File: config.mk
export PLATFORM = sky130hd
export DESIGN_NAME = ipi_ctrl
export DESIGN_NICKNAME = d
export VERILOG_FILES = /design/src/rtl/ipi_pkg.sv /design/src/rtl/ipi_decode.sv /design/src/rtl/ipi_cause_bank.sv /design/src/rtl/ipi_gate_reg.sv /design/src/rtl/ipi_router.sv /design/src/rtl/ipi_ctrl.sv
export SDC_FILE = /design/constraint.sdc
export NUM_CORES = 1
export LEC_CHECK = 0
export BUFFER_PORTS_ARGS = -buffer_cell sky130_fd_sc_hd__buf_2
export CORE_MARGIN = 5
export CORE_UTILIZATION = 40
export DETAILED_ROUTE_END_ITERATION = 8
export PLACE_DENSITY = 0.64
export SYNTH_ARGS = -nofsm -noshare
export SYNTH_HDL_FRONTEND = slang
export SYNTH_SLANG_ARGS = --single-unit
File: constraint.sdc
create_clock -name clk -period 2.3 [get_ports clk]
set_input_delay 0 -clock clk [delete_from_list [all_inputs] [get_ports clk]]
set_output_delay 0 -clock clk [all_outputs]
set_load 0.03 [all_outputs]
File: src/rtl/ipi_pkg.sv
package ipi_pkg;

    localparam int CAUSES  = 16;
    localparam int GROUPS  = 4;
    localparam int LINES   = 4;
    localparam int ADDR_W  = 10;
    localparam int DATA_W  = 16;
    localparam int LINE_W  = $clog2(LINES);

    localparam logic [ADDR_W-1:0] A_CAUSE   = 10'h100;
    localparam logic [ADDR_W-1:0] A_EN_CLR  = 10'h180;
    localparam logic [ADDR_W-1:0] A_EN_SET  = 10'h184;
    localparam logic [ADDR_W-1:0] A_AS_CLR  = 10'h188;
    localparam logic [ADDR_W-1:0] A_AS_SET  = 10'h18C;
    localparam logic [ADDR_W-1:0] A_ROUTE   = 10'h190;
    localparam logic [5:0]        A_SET_HI  = 6'h14;

    localparam logic [DATA_W-1:0] ROUTE_INIT = 16'h3201;

    typedef enum logic [2:0] {
        OP_NONE,
        OP_CAUSE_CLR,
        OP_CAUSE_SET,
        OP_EN_CLR,
        OP_EN_SET,
        OP_AS_CLR,
        OP_AS_SET,
        OP_ROUTE_WR
    } op_e;

    typedef struct packed {
        op_e               op;
        logic [3:0]        idx;
        logic [DATA_W-1:0] data;
    } wr_req_t;

    function automatic logic [CAUSES-1:0] group_mask(input int g);
        case (g)
            0:       return 16'h0001;
            1:       return 16'h000E;
            2:       return 16'h00F0;
            default: return 16'hFF00;
        endcase
    endfunction

    function automatic op_e addr_op(input logic [ADDR_W-1:0] a);
        if (a[ADDR_W-1:4] == A_SET_HI) return OP_CAUSE_SET;
        case (a)
            A_CAUSE:  return OP_CAUSE_CLR;
            A_EN_CLR: return OP_EN_CLR;
            A_EN_SET: return OP_EN_SET;
            A_AS_CLR: return OP_AS_CLR;
            A_AS_SET: return OP_AS_SET;
            A_ROUTE:  return OP_ROUTE_WR;
            default:  return OP_NONE;
        endcase
    endfunction

endpackage

File: src/rtl/ipi_decode.sv
module ipi_decode
    import ipi_pkg::*;
(
    input  logic [ADDR_W-1:0] addr,
    input  logic [DATA_W-1:0] wdata,
    input  logic              we,
    output wr_req_t           req
);
    always_comb begin
        req.op   = we ? addr_op(addr) : OP_NONE;
        req.idx  = addr[3:0];
        req.data = wdata;
    end
endmodule

File: src/rtl/ipi_cause_bank.sv
module ipi_cause_bank
    import ipi_pkg::*;
#(
    parameter int NCORES = 4,
    localparam int CW    = $clog2(NCORES)
) (
    input  logic                          clk,
    input  logic                          rst,
    input  wr_req_t                       req,
    input  logic [CW-1:0]                 core,
    output logic [NCORES-1:0][CAUSES-1:0] cause_q
);
    for (genvar c = 0; c < NCORES; c++) begin : g_core
        logic [CAUSES-1:0] nxt;
        always_comb begin
            nxt = cause_q[c];
            if (req.op == OP_CAUSE_SET && req.data[c])
                nxt[req.idx] = 1'b1;
            else if (req.op == OP_CAUSE_CLR && core == CW'(c))
                nxt = cause_q[c] & ~req.data;
        end
        always_ff @(posedge clk) begin
            if (rst) cause_q[c] <= '0;
            else     cause_q[c] <= nxt;
        end
    end
endmodule

File: src/rtl/ipi_gate_reg.sv
module ipi_gate_reg #(
    parameter int W = 4
) (
    input  logic         clk,
    input  logic         rst,
    input  logic         set_stb,
    input  logic         clr_stb,
    input  logic [W-1:0] bits,
    output logic [W-1:0] q
);
    always_ff @(posedge clk) begin
        if (rst)          q <= '0;
        else if (set_stb) q <= q | bits;
        else if (clr_stb) q <= q & ~bits;
    end
endmodule

File: src/rtl/ipi_router.sv
module ipi_router
    import ipi_pkg::*;
#(
    parameter int NCORES = 4
) (
    input  logic [NCORES-1:0][CAUSES-1:0] cause,
    input  logic [GROUPS-1:0][LINE_W-1:0] line_of,
    input  logic [NCORES-1:0]             en,
    input  logic [NCORES-1:0]             asg,
    output logic [NCORES*LINES-1:0]       ipi
);
    for (genvar c = 0; c < NCORES; c++) begin : g_core
        logic [LINES-1:0] hit;
        always_comb begin
            hit = '0;
            for (int g = 0; g < GROUPS; g++) begin
                if (|(cause[c] & group_mask(g)))
                    hit[line_of[g]] = 1'b1;
            end
        end
        assign ipi[c*LINES +: LINES] = {LINES{en[c]}} & (hit | {LINES{asg[c]}});
    end
endmodule

File: src/rtl/ipi_ctrl.sv
module ipi_ctrl
    import ipi_pkg::*;
#(
    parameter int NCORES = 4,
    localparam int CW    = $clog2(NCORES)
) (
    input  logic                      clk,
    input  logic                      rst,
    input  logic [ADDR_W-1:0]         reg_addr,
    input  logic [DATA_W-1:0]         reg_wdata,
    input  logic                      reg_we,
    input  logic [CW-1:0]             reg_core,
    output logic [DATA_W-1:0]         reg_rdata,
    output logic [NCORES*LINES-1:0]   ipi_o
);
    wr_req_t                       req;
    logic [NCORES-1:0][CAUSES-1:0] cause_q;
    logic [NCORES-1:0]             en_q;
    logic [NCORES-1:0]             asg_q;
    logic [DATA_W-1:0]             route_q;
    logic [GROUPS-1:0][LINE_W-1:0] line_of;

    ipi_decode u_dec (
        .addr  (reg_addr),
        .wdata (reg_wdata),
        .we    (reg_we),
        .req   (req)
    );

    ipi_cause_bank #(.NCORES(NCORES)) u_cause (
        .clk     (clk),
        .rst     (rst),
        .req     (req),
        .core    (reg_core),
        .cause_q (cause_q)
    );

    ipi_gate_reg #(.W(NCORES)) u_en (
        .clk     (clk),
        .rst     (rst),
        .set_stb (req.op == OP_EN_SET),
        .clr_stb (req.op == OP_EN_CLR),
        .bits    (req.data[NCORES-1:0]),
        .q       (en_q)
    );

    ipi_gate_reg #(.W(NCORES)) u_asg (
        .clk     (clk),
        .rst     (rst),
        .set_stb (req.op == OP_AS_SET),
        .clr_stb (req.op == OP_AS_CLR),
        .bits    (req.data[NCORES-1:0]),
        .q       (asg_q)
    );

    always_ff @(posedge clk) begin
        if (rst)                        route_q <= ROUTE_INIT;
        else if (req.op == OP_ROUTE_WR) route_q <= req.data;
    end

    for (genvar g = 0; g < GROUPS; g++) begin : g_sel
        assign line_of[g] = route_q[4*g +: LINE_W];
    end

    ipi_router #(.NCORES(NCORES)) u_route (
        .cause   (cause_q),
        .line_of (line_of),
        .en      (en_q),
        .asg     (asg_q),
        .ipi     (ipi_o)
    );

    always_comb begin
        case (reg_addr)
            A_CAUSE:  reg_rdata = cause_q[reg_core];
            A_EN_CLR: reg_rdata = {{(DATA_W-NCORES){1'b0}}, en_q};
            A_AS_CLR: reg_rdata = {{(DATA_W-NCORES){1'b0}}, asg_q};
            A_ROUTE:  reg_rdata = route_q;
            default:  reg_rdata = '0;
        endcase
    end
endmodule

==> out/qor.yml <==
grt.busiest_layer: "met2"
crit_type: "reg -> out"
fmax_ghz: 0.451
multi_input_area_um2: 3010
fill_cells: 1167
status: "complete, no violations"
drc: 0
switchingPower_mw: 0.779
start_util_pct: 40.7
max_slew_margin_pct: 49.4
drtAntennaViolNets: 0
p_comb_share_pct: 6.8
ys_seq_area_share_pct: 34.4
total_power_mw: 3.32
maxCapViolCount: 0
cts_tree: "built"
postSynthNetCount: 612
r2r_cells: 3
crit_start: "u_cause.cause_q[40]"
rsz0062_at_grt: "no"
overflow: 0
synth_edf_count: 0
synth_area_um2: 5120
synthArstFlopShare_pct: 0
htreeDepth: 3
seqPwrFrac_pct: 46.0
avgSynthCellArea_um2: 8.81
finalHoldViolCount: 0
timing.final.crit_share_pct: 96.4
vdd_ir_drop_max_mv: 0.348
io_pins: 63
clk_latency_ps: 340
antenna_cells: 0
wl_um: 17500
die_x_um: 123
dr.pass1.iters: 5
grt_pass1_vias: 4829
core_um2: 12600
portBuffers: 62
grtUsageMet3_pct: 5.54
detailed_place.area_um2: 5580
use_met2_pct: 35.9
yosysWarnings: 0
drive_above_1_share_pct: 19.1
die_h_um: 123
cts.reportedPaths.clkPinSlew_ps: 60
grt_pass1_wl_um: 27600
crit_buf_inv: 1
cts_setup_buffers: 0
drt_iter0_markers: 645
worstSetupPathDepth: 5
finalSetupViolations: 0
gp_congestion: 0.926
synth.distinct_cells: 53
powerDensity_nw_per_um2: 557
design_area_um2: 5950
dp_hpwl_um: 13000
cts_buffers: 9
grt.total_usage_pct: 23.7
crit_path_max_incr_delay_ps: 520
worst_path_max_delay_cell: "or4_1"
grt_max_degree: 59
use_met1_pct: 34.2
hold_class: "in -> reg"
regArea_um2: 1760
leakagePower_nw: 2.31
drv_slew: 0
pwr-share-clk_pct: 47.2
synth_seq_cells: 88
cts_sinks: 88
synth-main-ff-cell: "dfxtp_1"
required_ps: 2300
area_growth_pct: 16.1
cts_root_buf: "clkbuf_16"
crit_path_end_kind: "output port"
num_rows: 41
holdPathStages: 3
hold_start: "reg_wdata[8]"
swShare_pct: 23.5
num_vias: 5044
r2r-start: "u_cause.cause_q[16]"
worst_slew_pin_slew_ps: 754
cts_max_path_buffers: 2
fin_worst_skew_ps: 0
intPower_mw: 2.54
syn_inst: 581
path_cells: "or4_1, nor2_1, o211ai_1, o21a_1, buf_2"
cp-start-kind: "flip-flop"
antenna_found_initial: 0
wl_per_cell_um: 21.8
vias_per_cell: 6.27
die_area_um2: 15200
crit_family: "simple AND/OR/NAND/NOR gates"
arrival_ps: 2220
tns_ps: 0
cp_max_fo: 4
final.min_clock_period_ps: 2220
nets: 659
## synthesized netlist by cell type (all sizes together) (3+ instances only)
cell type,number,area [um^2]
a211o,36,315
a211oi,4,30.0
a21o,5,37.5
a21oi,11,55.1
a221o,8,80.1
a221oi,7,61.3
a22o,12,105
a31o,4,35.0
a31oi,11,68.8
a32o,19,190
and2,11,68.8
and3,5,31.3
buf,11,75.1
clkbuf,38,143
dfxtp,88,1760
inv,38,143
mux2i,20,200
mux4,16,360
nand2,52,195
nand2b,6,37.5
nand3,12,60.1
nand3b,4,30.0
nor2,36,135
nor2b,8,50.1
nor3,23,115
nor3b,3,22.5
nor4,5,82.6
nor4b,3,41.3
o211ai,6,45.0
o21a,5,37.5
o21ai,36,180
o221ai,7,61.3
o31a,4,35.0
or3b,3,26.3
or4,14,109
## state kept, by name, indices dropped and copies added (netlist names), named ones only
name / count
route_q: 16
u_cause.cause_q: 64
## cells in the final DEF (no fill, tap or decap), types with 9 or more instances in the layout
| master | instances |
|---|---|
| inv_1 | 37 |
| or4_1 | 13 |
| mux2i_1 | 20 |
| nand3_1 | 12 |
| o21ai_0 | 12 |
| a31oi_1 | 11 |
| and2_1 | 11 |
| a22o_1 | 12 |
| clkbuf_16 | 9 |
| a21oi_1 | 11 |
| dfxtp_1 | 88 |
| nor3_1 | 23 |
| a211o_1 | 36 |
| mux4_2 | 16 |
| buf_4 | 18 |
| nor2_1 | 36 |
| buf_2 | 62 |
| a32o_1 | 19 |
| nand2_1 | 52 |
| o21ai_1 | 24 |
## power by group through the flow
stage	clock network [mW]	logic, mW	registers [mW]
2_1_floorplan	0	0.120	1.56
3_3_place_gp	0	0.211	1.56
3_5_place_dp	0	0.215	1.56
4_1_cts	1.58	0.220	1.52
5_1_grt	1.65	0.238	1.52
6_report	1.57	0.226	1.52
## repair_timing
| action | in CTS | in global routing |
|---|---|---|
| hold buffers | 4 | 0 |
| resized for setup | 0 | 2 |
| setup endpoints to repair | 0 | 1 |
| hold endpoints to repair | 4 | 0 |
## metrics by stage
stage               instances  setup slack (ps)  utilization [%]  hold slack [ps]
finish                    804              82.0             47.3             8.17
global route              804              6.98             47.3             28.2
CTS                       804               132             47.2             3.48
detailed placement        785               133             44.4              330
global placement          785               194             44.4              327
floorplan                 581               473                -              125
## path summary, 6_finish.rpt
kind                                             to  slack [ps]
worst min register to register           route_q[7]         500
worst max-delay path                      ipi_o[11]          80
worst min-delay path                     route_q[8]           8
worst max register to register  u_cause.cause_q[16]        1350
## metal layers
layer	share of wire (%)	vias to the layer above
met5	0	-
met4	1.5	0
met3	10	24
met2	45	303
met1	44	2419
li1	-	2298
## worst reg2reg max path, cell delays in order, from the launching register on
cell	delay, ps
dfxtp_1	510
o41a_1	230
a31oi_1	50
nor2_1	100
## final cells by class
| class | count | area share, % |
|---|---|---|
| multi-input combinational | 406 | 50.6 |
| sequential | 88 | 29.6 |
| tap | 172 | 3.62 |
| inverter | 38 | 2.40 |
| clock inverter | 5 | 1.39 |
| timing repair buffer | 85 | 8.50 |
| clock buffer | 10 | 3.85 |
## cells by family after synthesis
logic type,count (synthesis),synth area share [%]
buf+inv,87,7.04
simple gates,188,20.1
mux,36,10.9
flops,88,34.4
compound gates,182,27.5
Power figures use the tool's default switching activity.
